<file path="src/rtl/ssp_pkg.sv">
package ssp_pkg;
  localparam int ADDR_W = 2;

  typedef enum logic [ADDR_W-1:0] {
    REG_CTRL = 2'd0,
    REG_STAT = 2'd1,
    REG_TXD  = 2'd2,
    REG_RXD  = 2'd3
  } reg_addr_e;

  localparam int CT_TXEN = 0;
  localparam int CT_RXEN = 1;

  localparam int ST_TDE  = 0;
  localparam int ST_TEND = 1;
  localparam int ST_RDF  = 2;
  localparam int ST_OVR  = 3;
endpackage

</file>
<file path="src/rtl/ssp_seq.sv">
module ssp_seq #(
  parameter int DATA_W   = 8,
  parameter int DIV_HALF = 2
) (
  input  logic clk,
  input  logic rst,
  input  logic start,
  input  logic abort,
  output logic busy,
  output logic sclk,
  output logic first_fall,
  output logic next_fall,
  output logic rise_stb,
  output logic last_rise,
  output logic end_stb
);
  localparam int CNT_W = (DIV_HALF > 1) ? $clog2(DIV_HALF) : 1;
  localparam int BIT_W = (DATA_W > 1) ? $clog2(DATA_W) : 1;
  localparam logic [CNT_W-1:0] DIV_LAST = CNT_W'(DIV_HALF - 1);
  localparam logic [BIT_W-1:0] BIT_LAST = BIT_W'(DATA_W - 1);

  logic             busy_q, sclk_q;
  logic [CNT_W-1:0] div_q;
  logic [BIT_W-1:0] bit_q;
  logic             tick, last_bit;

  assign tick       = busy_q && (div_q == DIV_LAST);
  assign last_bit   = (bit_q == BIT_LAST);
  assign first_fall = !busy_q && start;
  assign rise_stb   = tick && !sclk_q;
  assign next_fall  = tick && sclk_q && !last_bit;
  assign end_stb    = tick && sclk_q && last_bit;
  assign last_rise  = rise_stb && last_bit;
  assign busy       = busy_q;
  assign sclk       = sclk_q;

  always_ff @(posedge clk) begin
    if (rst) begin
      busy_q <= 1'b0;
      sclk_q <= 1'b1;
      div_q  <= '0;
      bit_q  <= '0;
    end else if (abort && busy_q) begin
      busy_q <= 1'b0;
      sclk_q <= 1'b1;
      div_q  <= '0;
      bit_q  <= '0;
    end else if (first_fall) begin
      busy_q <= 1'b1;
      sclk_q <= 1'b0;
      div_q  <= '0;
      bit_q  <= '0;
    end else if (busy_q) begin
      if (tick) begin
        div_q <= '0;
        if (!sclk_q) begin
          sclk_q <= 1'b1;
        end else if (last_bit) begin
          busy_q <= 1'b0;
          bit_q  <= '0;
        end else begin
          sclk_q <= 1'b0;
          bit_q  <= bit_q + 1'b1;
        end
      end else begin
        div_q <= div_q + 1'b1;
      end
    end
  end
endmodule

</file>
<file path="src/rtl/ssp_tx.sv">
module ssp_tx #(
  parameter int DATA_W = 8
) (
  input  logic              clk,
  input  logic              rst,
  input  logic              load,
  input  logic [DATA_W-1:0] data_in,
  input  logic              shift_en,
  input  logic              idle,
  output logic              txd
);
  logic [DATA_W-1:0] sh_q;

  always_ff @(posedge clk) begin
    if (rst) begin
      sh_q <= '0;
      txd  <= 1'b1;
    end else if (load) begin
      sh_q <= data_in;
      txd  <= data_in[0];
    end else if (shift_en) begin
      sh_q <= sh_q >> 1;
      txd  <= sh_q[1];
    end else if (idle) begin
      txd  <= 1'b1;
    end
  end
endmodule

</file>
<file path="src/rtl/ssp_rx.sv">
module ssp_rx #(
  parameter int DATA_W = 8
) (
  input  logic              clk,
  input  logic              rst,
  input  logic              clear,
  input  logic              sample,
  input  logic              rxd,
  output logic [DATA_W-1:0] word
);
  logic [DATA_W-1:0] sh_q;

  assign word = {rxd, sh_q[DATA_W-1:1]};

  always_ff @(posedge clk) begin
    if (rst || clear) begin
      sh_q <= '0;
    end else if (sample) begin
      sh_q <= word;
    end
  end
endmodule

</file>
<file path="src/rtl/sync_serial_port.sv">
module sync_serial_port
  import ssp_pkg::*;
#(
  parameter int DATA_W   = 8,
  parameter int DIV_HALF = 2
) (
  input  logic              clk,
  input  logic              rst,
  input  logic              wr_en,
  input  logic              rd_en,
  input  logic [ADDR_W-1:0] addr,
  input  logic [DATA_W-1:0] wdata,
  output logic [DATA_W-1:0] rdata,
  input  logic              dma_rd,
  output logic              irq_rx_full,
  output logic              sclk_o,
  output logic              txd_o,
  input  logic              rxd_i
);
  localparam int PAD_C = DATA_W - 2;
  localparam int PAD_S = DATA_W - 4;

  logic              tx_en_q, rx_en_q;
  logic [DATA_W-1:0] tdr_q, rdr_q;
  logic              tde_q, tend_q, rdf_q, ovr_q;
  logic              tx_act_q, rx_act_q;

  logic wr_ctrl, wr_stat, wr_txd;
  logic tx_go, rx_go, start, abort, rx_live, done_rx;
  logic busy, first_fall, next_fall, rise_stb, last_rise, end_stb;
  logic [DATA_W-1:0] rx_word;

  assign wr_ctrl = wr_en && (addr == REG_CTRL);
  assign wr_stat = wr_en && (addr == REG_STAT);
  assign wr_txd  = wr_en && (addr == REG_TXD);

  assign tx_go   = tx_en_q && !tde_q;
  assign rx_go   = rx_en_q && !ovr_q;
  assign start   = tx_go || rx_go;
  assign abort   = busy && !tx_act_q && !rx_en_q;
  assign rx_live = rx_act_q && rx_en_q;
  assign done_rx = last_rise && rx_live;

  ssp_seq #(.DATA_W(DATA_W), .DIV_HALF(DIV_HALF)) u_seq (
    .clk(clk), .rst(rst), .start(start), .abort(abort),
    .busy(busy), .sclk(sclk_o), .first_fall(first_fall),
    .next_fall(next_fall), .rise_stb(rise_stb),
    .last_rise(last_rise), .end_stb(end_stb)
  );

  ssp_tx #(.DATA_W(DATA_W)) u_tx (
    .clk(clk), .rst(rst),
    .load(first_fall && tx_go), .data_in(tdr_q),
    .shift_en(next_fall && tx_act_q), .idle(end_stb),
    .txd(txd_o)
  );

  ssp_rx #(.DATA_W(DATA_W)) u_rx (
    .clk(clk), .rst(rst), .clear(first_fall || abort),
    .sample(rise_stb && rx_live), .rxd(rxd_i), .word(rx_word)
  );

  always_ff @(posedge clk) begin
    if (rst) begin
      tx_en_q  <= 1'b0;
      rx_en_q  <= 1'b0;
      tdr_q    <= '0;
      rdr_q    <= '0;
      tde_q    <= 1'b1;
      tend_q   <= 1'b1;
      rdf_q    <= 1'b0;
      ovr_q    <= 1'b0;
      tx_act_q <= 1'b0;
      rx_act_q <= 1'b0;
    end else begin
      if (wr_ctrl) begin
        tx_en_q <= wdata[CT_TXEN];
        rx_en_q <= wdata[CT_RXEN];
      end
      if (first_fall) begin
        tx_act_q <= tx_go;
        rx_act_q <= rx_go;
        if (tx_go) tde_q <= 1'b1;
      end
      if (end_stb || abort) begin
        tx_act_q <= 1'b0;
        rx_act_q <= 1'b0;
      end
      if (end_stb && tx_act_q && tde_q && !wr_txd) tend_q <= 1'b1;
      if (!rx_en_q) rx_act_q <= 1'b0;
      if (wr_txd) begin
        tdr_q  <= wdata;
        tde_q  <= 1'b0;
        tend_q <= 1'b0;
      end
      if (wr_stat && !wdata[ST_RDF]) rdf_q <= 1'b0;
      if (wr_stat && !wdata[ST_OVR]) ovr_q <= 1'b0;
      if (dma_rd) rdf_q <= 1'b0;
      if (done_rx) begin
        if (rdf_q) begin
          ovr_q <= 1'b1;
        end else begin
          rdr_q <= rx_word;
          rdf_q <= 1'b1;
        end
      end
    end
  end

  assign irq_rx_full = rdf_q;

  always_ff @(posedge clk) begin
    if (rst) begin
      rdata <= '0;
    end else if (dma_rd) begin
      rdata <= rdr_q;
    end else if (rd_en) begin
      case (addr)
        REG_CTRL: rdata <= {{PAD_C{1'b0}}, rx_en_q, tx_en_q};
        REG_STAT: rdata <= {{PAD_S{1'b0}}, ovr_q, rdf_q, tend_q, tde_q};
        REG_TXD:  rdata <= tdr_q;
        default:  rdata <= rdr_q;
      endcase
    end
  end


  sclk_src_chk: assert property (@(posedge clk) disable iff (rst)
    $fell(sclk_o) |-> (tx_act_q || rx_act_q));


  txd_stable_chk: assert property (@(posedge clk) disable iff (rst)
    $rose(sclk_o) |-> $stable(txd_o));


  tend_tde_chk: assert property (@(posedge clk) disable iff (rst)
    tend_q |-> tde_q);


  rdf_rise_chk: assert property (@(posedge clk) disable iff (rst)
    $rose(rdf_q) |-> $past(done_rx));


  dma_clr_chk: assert property (@(posedge clk) disable iff (rst)
    (dma_rd && !done_rx) |=> !rdf_q);


  ovr_hold_chk: assert property (@(posedge clk) disable iff (rst)
    ovr_q |=> $stable(rdr_q));
endmodule

</file>
<file path="config.mk">
export PLATFORM = sky130hd
export DESIGN_NAME = sync_serial_port
export DESIGN_NICKNAME = d
export VERILOG_FILES = /design/src/rtl/ssp_pkg.sv /design/src/rtl/ssp_seq.sv /design/src/rtl/ssp_tx.sv /design/src/rtl/ssp_rx.sv /design/src/rtl/sync_serial_port.sv
export SDC_FILE = /design/constraint.sdc
export NUM_CORES = 1
export LEC_CHECK = 0
export BUFFER_PORTS_ARGS = -buffer_cell sky130_fd_sc_hd__buf_2
export CAP_MARGIN = 10
export CORE_MARGIN = 4
export CORE_UTILIZATION = 57
export CTS_CLUSTER_DIAMETER = 80
export DETAILED_ROUTE_END_ITERATION = 10
export PLACE_DENSITY_LB_ADDON = 0.12
export REMOVE_ABC_BUFFERS = 1
export SYNTH_ARGS = -nofsm -noshare
export SYNTH_HDL_FRONTEND = slang
export SYNTH_HIERARCHICAL = 1
export SYNTH_SLANG_ARGS = --single-unit
</file>
<file path="constraint.sdc">
create_clock -name clk -period 2.3 [get_ports clk]
set_clock_uncertainty 0.2 [all_clocks]
set_input_delay 0.115 -clock clk [delete_from_list [all_inputs] [get_ports clk]]
set_output_delay 0.115 -clock clk [all_outputs]
set_load 0.02 [all_outputs]
</file>
* After elaboration in Yosys (flattened, before gate mapping)
Cells that the tools add are included.
** Word-level totals
- Flip-flop bits (word level) :: 55
- Bits in latches :: 0
- RAM bits :: 0
- Bits in read-only memories :: 0
- Input bits :: 16
- Output and inout bits :: 11
- Logic and storage cells :: 113
- Memories kept :: 0
** Operators by class
- Add/subtract/negate cells :: 2
- Multiply operators :: 0
- Div/mod/pow operators :: 0
- Order comparisons :: 0
- Equal/unequal tests :: 3
- Shifts and indexed selects :: 0
- Muxes and demuxes :: 32
- Bitwise logic cells :: 2
- Reductions and logical operators :: 56
** Operator list (count)
- $mux 8 :: 4
- $mux 1 :: 26
- $logic_and 1x1->1 :: 25
- $pmux 8 s3 :: 1
- $reduce_bool 2->1 :: 7
- $logic_not 1->1 :: 10
- $reduce_and 2->1 :: 3
- $reduce_or 3->1 :: 2
- $logic_or 1x1->1 :: 4
- $reduce_or 2->1 :: 2
- $add 3x1->3 const B :: 1
- $eq 3x3->1 const B :: 1
- $mux 3 :: 1
- $reduce_and 3->1 :: 1
- $reduce_bool 3->1 :: 1
- $eq 2x1->1 const B :: 1
- $eq 2x2->1 const B :: 1
- $logic_not 2->1 :: 1
- $not 1->1 :: 2
- $add 1x1->1 const B :: 1

* Longest topological paths before layout
Gate-level depths: netlist of the first run.
- Depth in word-level cells :: 8
- Depth in mapped cells :: 9
- Gate-level depth less buffers :: 7

* Hierarchy
Netlist of the first run, hierarchy kept.
** Modules (own cells, without submodules)
- sync_serial_port :: instances 1, cells each 165, area each 1488.9 µm², seq. area each 640.6 µm²
- ssp_tx :: instances 1, cells each 37, area each 367.9 µm², seq. area each 160.2 µm²
- ssp_seq :: instances 1, cells each 33, area each 305.3 µm², seq. area each 120.1 µm²
- ssp_rx :: instances 1, cells each 25, area each 260.2 µm², seq. area each 140.1 µm²

* Worst setup path before layout of the first run
OpenSTA, ideal clock, no wires.
- Path type :: reg-to-reg
- Start :: reg u_seq.bit_q[0]
- End :: reg u_tx.sh_q[7]
- Library setup time :: 70 ps
- Arrival time :: 1451 ps
- Required time :: 2030 ps
- Setup slack :: 578 ps
- Stages on the path, launching flop included :: 8
- Path buffers :: 1
- Period minus slack after synthesis :: 1722 ps
- Cells stage by stage :: dfxtp_1 -> ha_1 -> ha_1 -> nor2_1 -> and2_1 -> buf_6 -> or3b_1 -> a21oi_1
** On the way
- Longest elaborated chain between the ends :: 5
** RTL lines
- from (decl) :: RTL line ssp_seq.sv:24 : logic [BIT_W-1:0] bit_q;
- from (signal assigned) :: RTL line ssp_seq.sv:63 : bit_q <= bit_q + 1'b1;
- $eq 3x3->1 :: RTL line ssp_seq.sv:28 : assign last_bit = (bit_q == BIT_LAST);
- $logic_not 1->1 :: RTL line ssp_seq.sv:31 : assign next_fall = tick && sclk_q && !last_bit;
- $logic_and 1x1->1 :: RTL line ssp_seq.sv:31
- via next_fall :: RTL line sync_serial_port.sv:30 : logic busy, first_fall, next_fall, rise_stb, last_rise, end_stb;
- $logic_and 1x1->1 :: RTL line sync_serial_port.sv:54 : .shift_en(next_fall && tx_act_q), .idle(end_stb),
- $reduce_bool 2->1 (no source line)
- to (signal assigned) :: RTL line ssp_tx.sv:19 : sh_q <= data_in;
- to (signal assigned) :: RTL line ssp_tx.sv:22 : sh_q <= sh_q >> 1;
- to (decl) :: RTL line ssp_tx.sv:12 : logic [DATA_W-1:0] sh_q;
The timed path passes the listed nets, and every way through them passes these cells.
A chain may end at the register's enable or synchronous reset.

* Worst setup path in the final report of the first run
- Start :: reg u_seq.bit_q[0]
- End :: reg u_tx.sh_q[5]
Same word-level chain as after synthesis.

==> flow_summary_export.csv, run 1 <==
group,metric,value,unit
sta,rsz0062_at_grt,"no",
setup_path,endpoint_kind,"flop",
clocking,htree_levels,2,
yosys,yosysWarnings,6,
clocking,clkSinkCount,53,
run_status,status,"finished clean",
clocking,cts_root_buf,"clkbuf_8",
die,die_h,73.2,µm
clocking,cts-buffers-inserted,5,
die,coreArea,0.00406,mm²
die,ios,27,
sta,final_max_slew_viol_count,0,
sta,fmax,509,MHz
clocking,cts_resized,0,
route,drt_iter0_markers,78,
place,gp_congestion,0.803,
clocking,path_clk_slew,90,ps
sta,layout_worst_path_cycle_share,85.4,%
place,place_area,0.00253,mm²
final_layout,syn_to_final_growth,12.7,%
place,dp_hpwl,3.30,mm
final_layout,finalInstanceArea,0.00273,mm²
die,initial_core_util,59.7,%
pwr,pwr_density_cell,622,mW/mm²
clocking,max-clock-path-buffers,2,
final_layout,layout-drive-gt1-share,17.8,%
die,dieArea,0.00536,mm²
yosys,synthCells,260,
sta,worst_pin_slew,606,ps
route,drc,0,
route,drt_wl_total,4.71,mm
yosys,syn_avg_cell_area,9.32,µm²
setup_path,critPathRequiredTime,2320,ps
route,vias,1813,
pwr,ir_worst_vdd,0.330,mV
final_layout,layout_commonest_cell,"dfxtp_1",
yosys,ys_ff_latch,53,
sta,holdWs,13.1,ps
sta,setup_viol,0,
pwr,leakage,1.09,nW
setup_path,cp_max_fo,9,
global_route,antenna_found_initial,0,
sta,setup_tns,0,ps
min_path,hold_path_class,"primary input to flop",
final_layout,layout_common_cells,"dfxtp_1 (53), nor2_1 (30), buf_2 (26)",
route,ant_nets,0,
yosys,ys_types,46,
setup_path,cp.arrival,1990,ps
clocking,clock_latency,300,ps
clocking,cts_tree,"yes",
run,cap_violations,0,
place,portBuffers,26,
die,rows,23,
route,avgRoutedWirePerCell,14.0,µm
yosys,async_flop_share,0,%
pwr,p_total,1.70,mW
sta,final-hold-violation-count,0,
global_route,grt_pass1_wl,7.90,mm
final_layout,num_antenna_cells,0,
sta,min_period,1960,ps
route,firstDrtPassIters,4,
yosys,syn_area,0.00242,mm²
die,die_x,73.2,µm
yosys,ys_dominant_reg_cell,"dfxtp_1",
global_route,grt_usage,18.7,%
setup_path,critPathLaunchType,"flop",
final_layout,fin_nets,306,
global_route,grt_max_degree,27,
sta,maxSlewHeadroom,59.5,%
route,via_per_inst,5.38,
yosys,synth_edf_count,0,
yosys,ys_seq_area_share,43.8,%
final_layout,stdcell_count,337,
setup_path,worst-setup-path-type,"flop to flop",
global_route,grt_pass1_vias,1792,
global_route,grt-ovfl-total,0,
place,dp.cells,320,
[logic make-up after synthesis]
logic type	count (synthesis)	share of synthesized area, %
AO/OA/AOI/OAI	54	16.6
XOR/XNOR	1	0.362
adder cells (fa/ha/maj)	3	1.55
buffers and inverters	24	5.06
flip-flops	53	43.8
multiplexers	27	11.3
AND/OR/NAND/NOR	98	21.3
[stage by stage]
step                util, %  setup slack (ps)
CTS                    67.3               315
global placement       62.3               370
detailed placement     62.3               337
finish                 67.3               336
floorplan                 -               558
global route           67.3               172
[cell type report]
class / instances / area [µm²]
fill: 339 / 1330
multi-input combinational: 183 / 1240
sequential: 53 / 1060
timing repair buffer: 37 / 238
clock buffer: 5 / 68.8
tap: 50 / 62.6
clock inverter: 2 / 35.0
inverter: 7 / 26.3
[cell usage after synthesis, drive strengths merged, types with 2 or more instances]
cell type	count	share of area [%]
a211oi	12	4.8
a21o	9	2.8
a21oi	16	3.5
a221oi	2	1.2
a22oi	2	0.62
and2	3	0.77
buf	11	3.0
clkbuf	6	0.98
dfxtp	53	44
ha	3	1.5
inv	7	1.1
mux2	2	0.93
mux2i	25	10
nand2	25	3.9
nand2b	4	1.0
nand3b	9	2.8
nor2	30	4.6
nor2b	10	2.6
nor3b	4	1.7
o21ai	4	0.83
o21bai	2	0.62
o221ai	2	0.72
o31ai	2	0.62
or2	3	0.77
[layer usage]
layer	global-route usage (%)	up-vias	share of wire (%)
met4	5.53	0	0.87
met5	0	-	0
met2	30.2	31	45
li1	-	951	-
met3	4.68	5	4.1
met1	24.6	826	50
[flip-flops by register name, indices dropped and copies added (netlist names)]
name,flops
tx_act_q,1
u_seq/busy,1
rx_en_q,1
tde_q,1
tdr_q,8
rdr_q,8
u_seq/bit_q,3
rdata,8
u_seq/sclk,1
u_rx/sh_q,7
rx_act_q,1
tx_en_q,1
u_seq/div_q,1
ovr_q,1
tend_q,1
irq_rx_full,1
u_tx/sh_q,7
u_tx/txd,1
[path summary, 6_finish.rpt]
| kind | start | end | slack, ps | depth (start not counted) |
|---|---|---|---|---|
| setup / recovery | u_seq/bit_q[0] | u_tx/sh_q[5] | 340 | 6 |
| setup reg to reg | u_seq/bit_q[0] | u_tx/sh_q[5] | 340 | 6 |
| hold / removal | rd_en | rdata[1] | 10 | 3 |
| hold reg to reg | u_rx/sh_q[1] | rdr_q[0] | 260 | 2 |
[where the power goes]
group | internal [mW] | total, mW | switching (mW)
registers | 0.934 | 0.949 | 0.0150
clock network | 0.317 | 0.605 | 0.289
logic | 0.0655 | 0.143 | 0.0778
total | 1.32 | 1.70 | 0.382
[worst max-delay path, stage by stage, from the launching register on]
cell and delay [ps]:
dfxtp_1 330, ha_1 210, ha_1 220, nor2_1 120
and2_1 410, mux2i_1 140, a211oi_1 250
[timing repair]
action | 4_1_cts | 5_1_grt
endpoints found under the hold margin | 18 | 0
buffers inserted | 0 | 0
hold buffers | 10 | 0
Power figures use the tool's default switching activity.
==> run 2, diff against run 1 <==
Settings changed: BUFFER_PORTS_ARGS -buffer_cell sky130_fd_sc_hd__buf_2 to unset, CORE_UTILIZATION 57 to 62, DONT_BUFFER_PORTS set to 1, SLEW_MARGIN set to 10.
==> run 2 against run 1 <==
Against the previous run:
- maximum frequency is 12% lower
- clock-buffer cell count stayed put
- first-iteration DRC count is 82% higher
- cell count is 4.2% lower
- hold slack better by 4.5 ps
- clock power is 24% higher
- critical path depth is 1 lower
- power is 8.4% higher
- critical endpoint is now rdata[5]
- largest cell class unchanged
- highest routed layer is now met5
==> flow_summary_export.csv, run 2 (synthesis gave the netlist of run 1 again) <==
group,metric,value,unit
run_status,status,"finished clean",
clocking,clkSinkCount,53,
setup_path,r2r-start,"tdr_q[5]",
route,drt_iter0_markers,142,
pwr,internal-power,1.44,mW
final_layout,fin_nets,293,
min_path,worstHoldStart,"wr_en",
final_layout,syn_to_final_growth,14.9,%
die,coreArea,0.00372,mm²
route,firstDrtPassIters,4,
pwr,comb_power_share,7.1,%
run,cap_violations,0,
setup_path,rr_worst_depth,5,
min_path,hold_path_class,"primary input to flop",
clocking,max-clock-path-buffers,2,
pwr,sw_frac_of_total,21.9,%
setup_path,crit_family,"buffers and inverters",
global_route,grt-ovfl-total,0,
global_route,grt_usage,22.7,%
die,ios,27,
sta,rsz0062_at_grt,"no",
setup_path,worst_path_max_delay_cell,"dlygate4sd3_1",
sta,layout_worst_path_cycle_share,96.8,%
global_route,grt_max_degree,42,
place,portBuffers,0,
final_layout,reg.largest.list,"rdata x8, rdr_q x8, tdr_q x8",
sta,min_period,2230,ps
setup_path,crit_buf_inv,2,
pwr,ir_worst_vdd,0.614,mV
clocking,path_clk_slew,100,ps
min_path,whs_endpoint,"rx_en_q",
setup_path,r2r_slack,70,ps
global_route,grt_pass1_vias,1898,
setup_path,critPathLaunchType,"flop",
pwr,p_total,1.84,mW
place,place_area,0.00239,mm²
route,drc,0,
setup_path,cp_max_fo,3,
setup_path,crit_top_cell,"dlygate4sd3_1",
pwr,switchingPower,403,µW
final_layout,layout_commonest_cell,"dfxtp_1",
route,avgRoutedWirePerCell,16.7,µm
die,initial_core_util,65.2,%
pwr,leakage,1.07,nW
final_layout,finalInstanceArea,0.00278,mm²
setup_path,critPathRequiredTime,2350,ps
setup_path,worst-setup-path-type,"flop to flop",
global_route,antenna_found_initial,1,
pwr,clockPowerShare,40.9,%
setup_path,r2r-end,"rdata[5]",
setup_path,crit_path_cell_trace,"nand3b_1 -> a21o_1 -> dlygate4sd3_1 -> a211oi_2 -> dlygate4sd3_1",
sta,maxSlewHeadroom,58.2,%
sta,final-hold-violation-count,0,
min_path,hold_depth,3,
place,gp_congestion,0.763,
setup_path,cpPeakStageDelay,580,ps
sta,fmax,449,MHz
clocking,cts_tree,"yes",
setup_path,cp.arrival,2270,ps
die,die_x,70.5,µm
clocking,clock_latency,310,ps
pwr,power_frac_seq,52.1,%
die,rows,22,
clocking,cts_root_buf,"clkbuf_8",
final_layout,num_antenna_cells,0,
die,dieArea,0.00497,mm²
route,ant_nets,0,
clocking,htree_levels,2,
route,drt_wl_total,5.38,mm
route,vias,1872,
place,dp_hpwl,3.27,mm
global_route,grt_pass1_wl,9.06,mm
die,die_h,70.5,µm
clocking,cts-buffers-inserted,5,
sta,worst_pin_slew,625,ps
final_layout,fin_util,74.9,%
pwr,pwr_density_cell,661,mW/mm²
setup_path,endpoint_kind,"flop",
sta,final_max_slew_viol_count,0,
final_layout,layout-drive-gt1-share,10.2,%
sta,setup_tns,0,ps
route,via_per_inst,5.80,
sta,setup_viol,0,
final_layout,layout_common_cells,"dfxtp_1 (51), nor2_1 (30), nand2_1 (25), mux2i_1 (25), dlygate4sd3_1 (21)",
==> run 2: cell count changes in the layout (fill, tap and decap cells not counted), moves of 2 or more <==
cell	change
dlymetal6s4s_1	+2
dfxtp_1	-2
buf_2	-26
dlygate4sd3_1	+11
==> run 2: per-stage QoR <==
| stage | instances | worst slack [ps] | hold slack, ps |
|---|---|---|---|
| 6_report | 323 | 74.7 | 17.6 |
| 5_1_grt | 323 | 14.8 | 9.06 |
| 4_1_cts | 324 | 35.7 | 3.13 |
| 3_5_place_dp | 291 | 297 | -15.0 |
| 2_1_floorplan | 243 | 558 | -20.4 |
| 3_3_place_gp | 291 | 387 | -16.0 |
==> run 2: worst max-delay path by stage <==
stage,start,end,cells after the start,slack [ps]
floorplan,u_seq/bit_q[0],u_tx/sh_q[1],6,560
global placement,u_seq/bit_q[0],u_tx/sh_q[3],6,390
detailed placement,u_seq/bit_q[0],u_tx/sh_q[5],6,300
CTS,dma_rd,rdata[5],5,40
global route,tdr_q[5],rdata[5],5,10
finish,tdr_q[5],rdata[5],5,70
==> run 2: final cells by class <==
type | count | area (µm²)
Clock inverter | 3 | 68.8
Inverter | 7 | 26.3
Clock buffer | 5 | 68.8
Multi-Input combinational cell | 183 | 1240
Sequential cell | 53 | 1070
Timing Repair Buffer | 24 | 255
Fill cell | 276 | 932
Tap cell | 48 | 60.1
==> run 2: power groups by stage <==
stage	sequential [mW]	combinational (mW)	clock (mW)
6_report	0.959	0.130	0.752
3_3_place_gp	0.980	0.0737	0
4_1_cts	0.959	0.127	0.764
3_5_place_dp	0.980	0.0750	0
5_1_grt	0.961	0.143	0.795
2_1_floorplan	0.975	0.0657	0
==> run 2: what timing repair did <==
action,CTS,global route
gates resized for setup,0,5
hold buffers,25,0
buffers inserted,0,0
setup endpoints to repair,0,2
hold endpoints to repair,47,0
==> run 2: routing by layer <==
layer  share of wire (%)  vias up  wire (µm)  track usage [%]
met5                0.24        -         13                0
met3                 5.3       12        288             5.90
li1                    -      928          -                -
met4                 1.8        2         99             7.02
met2                  49       46       2660             38.0
met1                  43      884       2320             28.4
==> run 2: worst register-to-register path: stages (launching register included) <==
cell and delay [ps]:
dfxtp_2 360, nand3b_1 90, a21o_1 180, dlygate4sd3_1 560, a211oi_2 200, dlygate4sd3_1 580
